===== src/rtl/rx_ep_fifo_pkg.sv =====
package rx_ep_fifo_pkg;
  // next pointer position with wrap at the active size
  function automatic int ring_next(input int pos, input int size);
    return (pos + 1 >= size) ? 0 : pos + 1;
  endfunction

  // bound a requested size into 1..depth
  function automatic int size_clamp(input int req, input int depth);
    if (req < 1) return 1;
    if (req > depth) return depth;
    return req;
  endfunction

  // headroom left before an overrun
  function automatic int headroom(input int size, input int fill);
    return size - fill;
  endfunction
endpackage


===== src/rtl/rx_ep_ptr_ctrl.sv =====
module rx_ep_ptr_ctrl #(
  parameter int DEPTH = 16,
  parameter int PTR_W = 4,
  parameter int CNT_W = 5
) (
  input  logic             clk,
  input  logic             rst_n,
  input  logic             flush,
  input  logic [CNT_W-1:0] cfg_size,
  input  logic             wr_en,
  input  logic             rd_en,
  output logic [PTR_W-1:0] wptr,
  output logic [PTR_W-1:0] rptr,
  output logic [CNT_W-1:0] fill,
  output logic [CNT_W-1:0] size,
  output logic             wr_ok,
  output logic             rd_ok,
  output logic             ovr_evt
);
  import rx_ep_fifo_pkg::*;

  logic full;

  assign full    = (fill == size);
  assign rd_ok   = rd_en && !flush && (fill != '0);
  assign wr_ok   = wr_en && !flush && (!full || rd_ok);
  assign ovr_evt = wr_en && !flush && full && !rd_ok;

  always_ff @(posedge clk or negedge rst_n) begin
    if (!rst_n) begin
      wptr <= '0;
      rptr <= '0;
      fill <= '0;
      size <= CNT_W'(DEPTH);
    end else if (flush) begin
      wptr <= '0;
      rptr <= '0;
      fill <= '0;
      size <= CNT_W'(size_clamp(int'(cfg_size), DEPTH));
    end else begin
      if (wr_ok) wptr <= PTR_W'(ring_next(int'(wptr), int'(size)));
      if (rd_ok) rptr <= PTR_W'(ring_next(int'(rptr), int'(size)));
      if (wr_ok && !rd_ok) fill <= fill + 1'b1;
      else if (rd_ok && !wr_ok) fill <= fill - 1'b1;
    end
  end

  a_r3_fill_bound: assert property (@(posedge clk) disable iff (!rst_n)
    fill <= size);
  a_r6_size_range: assert property (@(posedge clk) disable iff (!rst_n)
    (size >= 1) && (int'(size) <= DEPTH));
  a_r4_no_advance: assert property (@(posedge clk) disable iff (!rst_n)
    (rd_en && !flush && fill == '0) |=> (rptr == $past(rptr)));
  a_r6_flush_empty: assert property (@(posedge clk) disable iff (!rst_n)
    flush |=> (fill == '0 && wptr == '0 && rptr == '0));
  a_r10_same_fill: assert property (@(posedge clk) disable iff (!rst_n)
    (wr_ok && rd_ok) |=> $stable(fill));
endmodule


===== src/rtl/rx_ep_store.sv =====
module rx_ep_store #(
  parameter int DEPTH  = 16,
  parameter int DATA_W = 8,
  parameter int PTR_W  = 4
) (
  input  logic              clk,
  input  logic              rst_n,
  input  logic              wr_ok,
  input  logic [PTR_W-1:0]  wptr,
  input  logic [DATA_W-1:0] wr_data,
  input  logic              rd_ok,
  input  logic [PTR_W-1:0]  rptr,
  output logic [DATA_W-1:0] rd_data
);
  logic [DATA_W-1:0] mem [DEPTH];

  always_ff @(posedge clk) begin
    if (wr_ok) mem[wptr] <= wr_data;
  end

  always_ff @(posedge clk or negedge rst_n) begin
    if (!rst_n) rd_data <= '0;
    else if (rd_ok) rd_data <= mem[rptr];
  end

  a_r4_repeat_last: assert property (@(posedge clk) disable iff (!rst_n)
    !rd_ok |=> $stable(rd_data));
endmodule


===== src/rtl/rx_ep_flags.sv =====
module rx_ep_flags #(
  parameter int CNT_W = 5
) (
  input  logic             clk,
  input  logic             rst_n,
  input  logic             flush,
  input  logic             ovr_evt,
  input  logic             ovr_clr,
  input  logic [CNT_W-1:0] free_level,
  input  logic [CNT_W-1:0] warn_level,
  input  logic             warn_clr,
  output logic             ovr_flag,
  output logic             warn_flag
);
  logic warn_hit;

  assign warn_hit = (free_level <= warn_level);

  always_ff @(posedge clk or negedge rst_n) begin
    if (!rst_n) begin
      ovr_flag  <= 1'b0;
      warn_flag <= 1'b0;
    end else begin
      if (flush) ovr_flag <= 1'b0;
      else ovr_flag <= (ovr_flag && !ovr_clr) || ovr_evt;
      warn_flag <= (warn_flag && !warn_clr) || warn_hit;
    end
  end

  a_r5_ovr_set: assert property (@(posedge clk) disable iff (!rst_n)
    ovr_evt |=> ovr_flag);
  a_r5_ovr_hold: assert property (@(posedge clk) disable iff (!rst_n)
    (ovr_flag && !ovr_clr && !flush) |=> ovr_flag);
  a_r6_ovr_flush: assert property (@(posedge clk) disable iff (!rst_n)
    flush |=> !ovr_flag);
  a_r7_warn_set: assert property (@(posedge clk) disable iff (!rst_n)
    warn_hit |=> warn_flag);
  a_r7_warn_hold: assert property (@(posedge clk) disable iff (!rst_n)
    (warn_flag && !warn_clr) |=> warn_flag);
endmodule


===== src/rtl/rx_ep_fifo.sv =====
module rx_ep_fifo #(
  parameter int DEPTH  = 16,
  parameter int DATA_W = 8,
  localparam int PTR_W = (DEPTH > 1) ? $clog2(DEPTH) : 1,
  localparam int CNT_W = $clog2(DEPTH + 1)
) (
  input  logic              clk,
  input  logic              rst_n,
  input  logic              flush,
  input  logic [CNT_W-1:0]  cfg_size,
  input  logic [CNT_W-1:0]  warn_level,
  input  logic              wr_en,
  input  logic [DATA_W-1:0] wr_data,
  input  logic              rd_en,
  output logic [DATA_W-1:0] rd_data,
  output logic [CNT_W-1:0]  rd_count,
  output logic [CNT_W-1:0]  free_level,
  input  logic              ovr_clr,
  output logic              ovr_flag,
  input  logic              warn_clr,
  input  logic              warn_mask,
  output logic              warn_flag,
  output logic              warn_irq
);
  import rx_ep_fifo_pkg::*;

  logic [PTR_W-1:0] wptr, rptr;
  logic [CNT_W-1:0] fill, size;
  logic             wr_ok, rd_ok, ovr_evt;

  rx_ep_ptr_ctrl #(.DEPTH(DEPTH), .PTR_W(PTR_W), .CNT_W(CNT_W)) u_ptr (
    .clk(clk), .rst_n(rst_n), .flush(flush), .cfg_size(cfg_size),
    .wr_en(wr_en), .rd_en(rd_en), .wptr(wptr), .rptr(rptr),
    .fill(fill), .size(size), .wr_ok(wr_ok), .rd_ok(rd_ok),
    .ovr_evt(ovr_evt)
  );

  rx_ep_store #(.DEPTH(DEPTH), .DATA_W(DATA_W), .PTR_W(PTR_W)) u_store (
    .clk(clk), .rst_n(rst_n), .wr_ok(wr_ok), .wptr(wptr),
    .wr_data(wr_data), .rd_ok(rd_ok), .rptr(rptr), .rd_data(rd_data)
  );

  assign rd_count   = fill;
  assign free_level = CNT_W'(headroom(int'(size), int'(fill)));
  assign warn_irq   = warn_flag && !warn_mask;

  rx_ep_flags #(.CNT_W(CNT_W)) u_flags (
    .clk(clk), .rst_n(rst_n), .flush(flush), .ovr_evt(ovr_evt),
    .ovr_clr(ovr_clr), .free_level(free_level), .warn_level(warn_level),
    .warn_clr(warn_clr), .ovr_flag(ovr_flag), .warn_flag(warn_flag)
  );

  a_r5_drop_keeps_fill: assert property (@(posedge clk) disable iff (!rst_n)
    (ovr_evt && !rd_en) |=> $stable(rd_count));
  a_r8_irq_gate: assert property (@(posedge clk) disable iff (!rst_n)
    warn_mask |-> !warn_irq);
endmodule


===== config.mk =====
export PLATFORM = sky130hd
export DESIGN_NAME = rx_ep_fifo
export DESIGN_NICKNAME = d
export VERILOG_FILES = /design/src/rtl/rx_ep_fifo_pkg.sv /design/src/rtl/rx_ep_ptr_ctrl.sv /design/src/rtl/rx_ep_store.sv /design/src/rtl/rx_ep_flags.sv /design/src/rtl/rx_ep_fifo.sv
export SDC_FILE = /design/constraint.sdc
export NUM_CORES = 1
export LEC_CHECK = 0
export ABC_AREA = 0
export BUFFER_PORTS_ARGS = -buffer_cell sky130_fd_sc_hd__buf_4
export CORE_UTILIZATION = 29
export DETAILED_ROUTE_END_ITERATION = 8
export SYNTH_ARGS = -nofsm -noshare
export SYNTH_HDL_FRONTEND = slang
export SYNTH_SLANG_ARGS = --single-unit
export TNS_END_PERCENT = 10

===== constraint.sdc =====
create_clock -name clk -period 7.5 [get_ports clk]
set_input_delay 1.125 -clock clk [delete_from_list [all_inputs] [get_ports clk]]
set_output_delay 1.125 -clock clk [all_outputs]
set_load 0.05 [all_outputs]

---- Word level (Yosys, flattened, before mapping) ----
Memory sizes are Yosys's and may differ from the RTL's. A register that Yosys moved wholly into a read port is not among the register bits.
Cells that the tools add are included.
storage, ports and cells
  register bits ........................... 20
  memory bits (writable) .................. 128
  bits of input ports ..................... 26
  output and inout port bits .............. 21
  word-level logic and storage cells ...... 65
  memories ................................ 1
cells by class
  add/subtract/negate cells ............... 5
  $lt $le $gt $ge ......................... 5
  equal/unequal tests ..................... 1
  mux-type cells .......................... 21
  reduce and logical (&&, ||, !) cells .... 26
memory list
  name         words  width  read ports  clocked after memory_dff  write ports  RTL line           text
  u_store.mem  16     8      1           1                         1            rx_ep_store.sv:15  logic [DATA_W-1:0] mem [DEPTH];
operators with widths
  operator               number
  $mux W5                6
  $mux W4                6
  $logic_and A1 B1 Y1    11
  $add A4 B1 Y5 const B  2
  $ge A5 B5 Y1           2
  $mux W1                9
  $logic_not A1 Y1       8
  $add A5 B1 Y5 const B  1
  $eq A5 B5 Y1           1
  $gt A5 B5 Y1 const B   1
  $le A5 B5 Y1           1
  $lt A5 B1 Y1 const B   1
  $reduce_bool A5 Y1     1
  $sub A5 B1 Y5 const B  1
  $sub A5 B5 Y5          1
  $reduce_bool A2 Y1     2
  $logic_or A1 B1 Y1     3
  $reduce_bool A3 Y1     1

---- Longest topological paths before layout ----
Gate-level depths: netlist of the first run.
  depth in word-level cells ............... 10
  mapped depth ............................ 11
  gate-level depth less buffers ........... 11

---- Hierarchy ----
From an unflattened synthesis of the first run, not the netlist that was laid out.
second synthesis, totals
  cells, all modules ...................... 432
  area total of the unflattened synthesis .. 7103.1 sq um
by module, submodules not included
  module          instances  cells each  area each (sq um)  sequential area each (sq um)
  rx_ep_store     1          240         5331.4             4043.9
  rx_ep_ptr_ctrl  1          148         1416.4             451.7
  rx_ep_flags     1          23          188.9              50.0
  rx_ep_fifo      1          21          166.4              0.0

---- Worst setup path before layout of the first run ----
Ideal clock, no wire load.
  path type ............................... register to output
  start point ............................. register u_ptr.fill[2]
  end point ............................... output free_level[4]
  arrival ................................. 2.222 ns
  required time ........................... 6.375 ns
  path slack .............................. 4.153 ns
  cell stages (with the launch flop) ...... 6
  path buffers ............................ 0
  path through ............................ dfrtp_1 -> inv_1 -> ha_1 -> a21o_1 -> a21oi_1 -> xnor2_1
between the ends
  cells in the longest elaborated chain, start to end .. 1
ends and longest elaborated chain
  item                    RTL line              text
  from (decl)             rx_ep_ptr_ctrl.sv:14  output logic [CNT_W-1:0] fill,
  from (signal assigned)  rx_ep_ptr_ctrl.sv:43  if (wr_ok && !rd_ok) fill <= fill + 1'b1;
  from (signal assigned)  rx_ep_ptr_ctrl.sv:44  else if (rd_ok && !wr_ok) fill <= fill - 1'b1;
  $sub A5 B5 Y5           rx_ep_fifo_pkg.sv:16  return size - fill;
  to (decl)               rx_ep_fifo.sv:17      output logic [CNT_W-1:0] free_level,
No other way between the ends.

---- Worst setup path after layout of the first run ----
  start point ............................. register u_ptr.fill[0]
  end point ............................... output free_level[4]
Same word-level chain as after synthesis.

==> impl_summary.txt, run 1 <==
----------------------------------------------------
[Drt]
  Average vias per placed instance ... 4.79
  DRC viols ... 0
  Average detailed-routed wire length per instance ... 18.0 um
  Number of vias in the routed layout ... 3818
  Drt initial violations ... 369
  Iteration count of the initial detailed-routing pass ... 4
  Total detailed-routing wirelength ... 14.3 mm
  ANT nets after route ... 0

[Min path]
  Origin of the worst min-delay path ... u_store.rd_data[0]
  Type of the worst min-delay path ... flip-flop to flip-flop
  Endpoint of the worst hold path ... u_store.rd_data[0]
  Worst Hold Depth ... 2

[Timing]
  Finish-stage setup viols ... 0
  RSZ-0062 raised after global routing ... no
  Fmax ... 0.288 GHz
  Relative max-transition margin ... 15.5%
  Time the final worst path needs with I/O delays and setup ... 3.47 ns
  Crit share post-route ... 46.2%
  Count of final hold-check violations ... 0
  Setup TNS ... 0 ns
  Count of final max-slew check failures ... 0
  Worst-case clock skew ... 0.00959 ns
  Pin slew with the least headroom to its limit ... 1.26 ns

[Global route]
  Global Route met1 Usage ... 16.4%
  Vias in the first global route ... 3968
  Met3 Use GR ... 3.22%
  Global routing's busiest layer ... met2
  Met2 Use GR ... 20.5%
  Total grt overflow ... 0
  Global-route wire length before repair ... 22.8 mm
  Number of antenna violations at the first check in global routing ... 0
  Tot GR Track Use ... 12.7%
  Pin count of the biggest net entering global routing ... 38

[Placed design]
  Number of port buffers ... 46
  Placed instance count ... 765
  Total half-perimeter wirelength after legalization and detailed placement ... 9.73 mm
  Final estimated routing congestion in global placement ... 0.777

[Clock network]
  Total of cells resized after clock tree synthesis ... 0
  Maximum count of clock buffers along a single path ... 2
  Number of buffers created by CTS ... 17
  Total clock sinks ... 156
  Post-CTS setup buffer count ... 0
  CTS hold repair buffers ... 0
  Clock tree from TritonCTS ... built
  Count of H-tree levels built during CTS ... 4
  Later-pin clock latency in the skew report ... 0.42 ns
  Clock transition at the register clock pins on the worst setup and hold paths after CTS ... 0.06 ns
  Clock root buffer master ... clkbuf_16

[Floorplan]
  Die boundary height ... 156 um
  Number of I/O pins ... 47
  Die width ... 156 um
  Die outline area ... 24300 um^2
  Core Area ... 22900 um^2
  Initial Util ... 30.0%
  Placement row count ... 55

[Layout]
  Inserted Diodes ... 0
  Net total in the final layout ... 527
  Area growth syn-to-layout ... 18.5%
  Fraction of final layout cells sized beyond drive strength 1 ... 24.6%
  Count of non-filler cells in the finished layout ... 797

[Logic synthesis]
  Most used standard cell by instance count after synthesis ... edfxtp_1
  Part of the Yosys area used for sequential elements ... 66.2%
  Area of the mapped netlist ... 6870 um^2
  Syn. warnings ... 0
  Distinct cell type count of the synthesized netlist ... 46
  Post-synth EDFFs ... 128
  Post-Syn Instances ... 419
  FF+latch count, synth ... 156
  Average cell area after synthesis ... 16.4 um^2
  Top cell type's share of synthesized area ... 55.9%
  FFs w/ async S/R, synth ... 17.9%
  Most common library cells after synthesis ... edfxtp_1, mux4_2, ha_1
  Cell taking the most area after synthesis ... edfxtp_1
  Area contributors post-synth ... edfxtp_1, mux4_2, dfrtp_1
  Leading register cell type out of synthesis ... edfxtp_1
  Net count after synthesis ... 475

[Worst setup path]
  Reg-to-reg critical path endpoint ... u_store.mem[2][6]
  Type of destination of the critical path ... primary output
  Longest individual stage delay on the worst path ... 0.49 ns
  Type of the worst setup path ... flip-flop to primary output
  Worst setup slack for register-to-register paths ... 4.26 ns
  Cell-by-cell listing of the critical path ... ha_1 -> inv_1 -> fa_1 -> a21o_1 -> a21oi_1 -> xnor2_1 -> buf_4
  Required time of the critical path ... 6.38 ns
  Depth of the worst register-to-register path ... 7
  Crit path DAT ... 2.34 ns
  RR Startpoint ... u_ptr.fill[1]
  Crit path launch type ... flip-flop
  Standard cell with the maximum stage delay on the critical path ... dfrtp_1
  CP max FO ... 7

[Power]
  Maximum vdd ir drop ... 0.156 mV
  Total power density per cell area ... 337 nW/um^2
  Standby leakage power ... 2.85 nW

[Run]
  Max-capacitance violation count ... 0

[Status]
  Result of the run ... finished, final reports clean

----------------------------------------------------
placed cells by master (no fill, tap or decap), types with 4 or more instances in the layout:
cell	n
a21o_1	7
a21oi_1	9
and3_1	5
buf_4	49
clkbuf_16	17
dfrtp_1	26
edfxtp_1	128
ha_1	28
inv_1	19
mux2i_1	17
mux4_2	32
nand2_1	19
nand2b_1	7
nand3_1	9
nand3b_1	4
nor2_1	17
nor3_1	8
o21a_1	6
o21ai_0	13
o221ai_1	9
or3_1	5
xnor2_1	5
power breakdown:
group | leakage (nW) | total, mW | switching (mW) | internal [mW]
combinational | 1.06 | 0.869 | 0.526 | 0.343
clock | 0.275 | 0.830 | 0.358 | 0.472
sequential | 1.51 | 1.04 | 0.0509 | 0.991
metrics by stage:
step	power (mW)	setup WS [ns]	util, %	hold slack, ns	cell area, um^2
3_5_place_dp	1.94	4.01	33.0	0.519	7570
4_1_cts	2.77	4.01	35.5	0.535	8140
5_1_grt	2.87	3.90	35.5	0.555	8140
2_1_floorplan	1.69	4.15	-	0.521	6870
6_report	2.74	4.03	35.5	0.523	8140
3_3_place_gp	1.92	4.11	33.0	0.516	7570
kinds of logic after synthesis:
group	after synthesis	synth area share [%]
DFF	156	66.2
muxes	50	13.1
buffers and inverters	36	2.04
AOI/OAI and AO/OA	57	5.81
and+or+nand+nor	82	6.16
xor gates and xnor gates	8	1.02
adders and majority gates	30	5.68
how the worst max path moves through the flow:
stage                              from                 to  slack [ns]  cells after the start
after detailed placement          rd_en  u_store.mem[2][5]        4.01                      5
after global placement            rd_en  u_store.mem[3][3]        4.11                      5
final                     u_ptr.fill[0]      free_level[4]        4.03                      7
after global routing      u_ptr.fill[0]      free_level[4]        3.90                      7
after CTS                 u_ptr.fill[0]      free_level[4]        4.01                      7
after floorplan           u_ptr.fill[2]      free_level[4]        4.15                      5
worst max-delay path, delay by kind of cell, from the launching register on:
kind	cells	cell delay [ns]
flip-flops	1	0.49
XOR/XNOR	1	0.19
adder cells (fa/ha/maj)	2	0.59
AO/OA/AOI/OAI	2	0.33
buffers and inverters	2	0.32
sequential cells by signal, summed over array words and instances (netlist names):
signal	count
u_store.rd_data	8
u_ptr.rptr	4
u_ptr.wptr	4
u_store.mem	128
u_ptr.size	5
u_ptr.fill	5
u_flags.warn_flag	1
u_flags.ovr_flag	1
routing by layer:
metal,vias up,share of wire (%)
li1,1752,-
met1,1939,44
met2,110,49
met3,17,5.3
met4,0,1.4
met5,-,0
cell type report:
cell class	count	area, um^2
tap	313	392
fill	2163	14800
sequential	156	4550
clock buffer	18	439
timing repair buffer	49	368
multi-input combinational	227	2180
clock inverter	14	136
inverter	20	75.1
Power figures use the tool's default switching activity.
==> inputs of run 2 (changes only) <==
- ABC_AREA: 0 -> 1
- clock period: 7.5 -> 3.44 ns (I/O delays scaled with it)
==> run 2 against run 1 <==
- sequential cell count did not move
- die area grew 9.4%
- worst setup slack got worse by 3.3 ns
- clock skew up 0.0049 ns
- area after synthesis rose by 9.5%
- non-clock buffer count is 5 higher
- utilization decreased by 1.2 points
- sequential power grew 120%
- global-route usage rose by 1.6 points
- total power grew 130%
- critical path depth is 1 higher
- sequential share of layout area down 3.6 points
==> impl_summary.txt, run 2 <==
----------------------------------------------------
[Timing]
  Time the final worst path needs with I/O delays and setup ... 2.74 ns
  Relative max-transition margin ... 24.7% (+9.2 points)
  Fmax ... 0.365 GHz
  Setup slack after layout ... 0.700 ns (-3.33 ns)
  Crit share post-route ... 79.7%
  RSZ-0062 raised after global routing ... no
  Count of final hold-check violations ... 0 (unchanged)
  Count of final max-slew check failures ... 0 (unchanged)
  Setup TNS ... 0 ns (unchanged)
  Worst-case clock skew ... 0.0145 ns (+0.00494 ns)
  Finish-stage setup viols ... 0 (unchanged)
  Pin slew with the least headroom to its limit ... 1.13 ns (-0.130 ns)

[Power]
  Maximum vdd ir drop ... 0.384 mV (+150%)
  Standby leakage power ... 3.80 nW (+33%)
  Total power density per cell area ... 734 nW/um^2 (+120%)

[Logic synthesis]
  Distinct cell type count of the synthesized netlist ... 31 (-33%)
  Area of the mapped netlist ... 7520 um^2 (+9.5%)
  Cell taking the most area after synthesis ... edfxtp_1
  Post-Syn Instances ... 761 (+82%)
  Most used standard cell by instance count after synthesis ... nand2_1
  Area contributors post-synth ... edfxtp_1, nand2_1, dfrtp_1
  Part of the Yosys area used for sequential elements ... 60.4% (-5.8 points)
  Top cell type's share of synthesized area ... 51.1% (-4.9 points)
  Leading register cell type out of synthesis ... edfxtp_1
  Syn. warnings ... 0 (unchanged)
  Average cell area after synthesis ... 9.89 um^2 (-40%)
  Most common library cells after synthesis ... nand2_1, edfxtp_1, inv_1
  Post-synth EDFFs ... 128 (unchanged)
  FF+latch count, synth ... 156 (unchanged)
  Net count after synthesis ... 817 (+72%)
  FFs w/ async S/R, synth ... 17.9% (unchanged)

[Placed design]
  Final estimated routing congestion in global placement ... 0.822 (+5.8%)
  Number of port buffers ... 46 (unchanged)
  Total half-perimeter wirelength after legalization and detailed placement ... 12.0 mm (+23%)
  Setup Slack @ Placement ... 0.895 ns (-3.12 ns)

[Worst setup path]
  CP max FO ... 3 (-4)
  Type of destination of the critical path ... primary output
  Required time of the critical path ... 2.92 ns (-3.46 ns)
  Origin of the worst setup path ... u_ptr.size[0]
  Crit path launch type ... flip-flop
  Crit path DAT ... 2.22 ns (-0.12 ns)
  RR Startpoint ... u_ptr.fill[2]
  Type of the worst setup path ... flip-flop to primary output

[Global route]
  Total grt overflow ... 0 (unchanged)
  Pin count of the biggest net entering global routing ... 44 (+16%)
  Global-route wire length before repair ... 28.4 mm (+25%)
  Number of antenna violations at the first check in global routing ... 0 (unchanged)
  Vias in the first global route ... 5147 (+30%)
  Tot GR Track Use ... 14.2% (+1.6 points)

[Drt]
  Average detailed-routed wire length per instance ... 15.5 um (-14%)
  Total detailed-routing wirelength ... 17.8 mm (+24%)
  DRC viols ... 0 (unchanged)
  Number of vias in the routed layout ... 5217 (+37%)
  Drt initial violations ... 336 (-8.9%)
  ANT nets after route ... 0 (unchanged)
  Iteration count of the initial detailed-routing pass ... 6 (+2)
  Average vias per placed instance ... 4.54 (-5.1%)

[Clock network]
  Post-CTS setup buffer count ... 0 (unchanged)
  Clock transition at the register clock pins on the worst setup and hold paths after CTS ... 0.07 ns (about the same)
  Count of H-tree levels built during CTS ... 4 (unchanged)
  Maximum count of clock buffers along a single path ... 2 (unchanged)
  Number of buffers created by CTS ... 17 (unchanged)
  Clock root buffer master ... clkbuf_16
  Total of cells resized after clock tree synthesis ... 0 (unchanged)
  CTS hold repair buffers ... 0 (unchanged)
  Clock tree from TritonCTS ... built
  Later-pin clock latency in the skew report ... 0.43 ns (about the same)
  Total clock sinks ... 156 (unchanged)

[Layout]
  Area growth syn-to-layout ... 15.7%
  Highest-count cells in the layout ignoring fill and taps ... nand2_1, edfxtp_1, inv_1
  Fraction of final layout cells sized beyond drive strength 1 ... 12.5% (-12 points)
  Commonest non-fill, non-tap cell in the layout ... nand2_1
  Largest registers ranked by flip-flop count ... u_store.mem x128, u_store.rd_data x8
  Flip-flop count of the largest register, all copies and words added ... 128 (unchanged)
  Largest register by flop count ... u_store.mem
  Net total in the final layout ... 861 (+63%)
  Inserted Diodes ... 0 (unchanged)

[Floorplan]
  Die boundary height ... 163 um (+4.6%)
  Die width ... 163 um (+4.6%)
  Core Area ... 25300 um^2 (+11%)
  Placement row count ... 58 (+5.5%)
  Number of I/O pins ... 47 (unchanged)
  Die outline area ... 26600 um^2 (+9.4%)
  Initial Util ... 29.7% (-0.27 points)

[Min path]
  Type of the worst min-delay path ... input port to asynchronous set/reset pin

[Status]
  Result of the run ... finished, final reports clean

[Run]
  Max-capacitance violation count ... 0 (unchanged)

----------------------------------------------------
==> run 2: changes by cell type after synthesis, moves of 8 or more <==
cell      delta
nand2_1    +215
nand3_1     +89
mux2i_1     -17
inv_1       +91
buf_2        +9
mux4_2      -32
o221ai_1     -8
==> run 2: worst max-delay path, stage by stage, from the launching register on <==
cell and delay (ns):
dfrtp_1 0.42, inv_1 0.12, ha_1 0.18, inv_1 0.06
fa_1 0.40, nand3_1 0.10, nand2_1 0.06, xor2_1 0.22
buf_4 0.25
==> run 2: power breakdown <==
| group | internal, mW | leakage [nW] | total (mW) | switching (mW) |
|---|---|---|---|---|
| clock network | 0.938 | 0.266 | 1.74 | 0.800 |
| logic | 0.712 | 2.03 | 2.36 | 1.65 |
| registers | 2.17 | 1.51 | 2.29 | 0.121 |
==> run 2: path summary, 6_finish.rpt <==
path                                      endpoint  slack, ns  cells after the start
worst max register to register  u_store.mem[14][4]       0.87                     11
worst min-delay path                 u_ptr.fill[1]       0.01                      1
min in group clk                 u_flags.warn_flag       0.29                      2
worst max-delay path                 free_level[4]       0.70                      8
max in group asynchronous            u_ptr.size[4]       3.10                      1
worst min register to register  u_store.rd_data[2]       0.49                      2
==> run 2: per-layer routing <==
metal,wire (um),share of wire [%],vias to the layer above,global-route usage [%]
met3,857,4.8,20,2.39
li1,-,-,2580,-
met1,7670,43,2481,18.2
met2,8930,50,136,23.9
met4,323,1.8,0,5.44
met5,0,0,-,0
==> run 2: kinds of logic (layout without fill, tap and decap cells) <==
kind of cell	after synthesis	in the layout	share of synthesized area, %
xor+xnor	9	9	1.05
buf+inv	143	200	8.16
compound gates	41	41	3.13
fa+ha+maj	30	30	5.19
simple gates	382	382	22.1
flops	156	156	60.4
==> run 2: stage by stage <==
step	total power, mW	hold slack [ns]	std cells	util (%)	area, um^2
after floorplan	4.04	0.220	761	-	7520
after global placement	4.69	0.469	1116	32.2	8160
after detailed placement	4.70	0.474	1116	32.2	8160
after CTS	6.44	0.0102	1148	34.4	8700
after global routing	6.76	0.0232	1148	34.4	8700
final	6.39	0.0111	1148	34.4	8700
==> run 2: final cells by class <==
class	instances	area [um^2]
Inverter	114	433
Timing Repair Buffer	54	405
Sequential cell	156	4550
Fill cell	2517	16600
Tap cell	330	413
Clock inverter	14	111
Clock buffer	18	429
Multi-Input combinational cell	462	2360
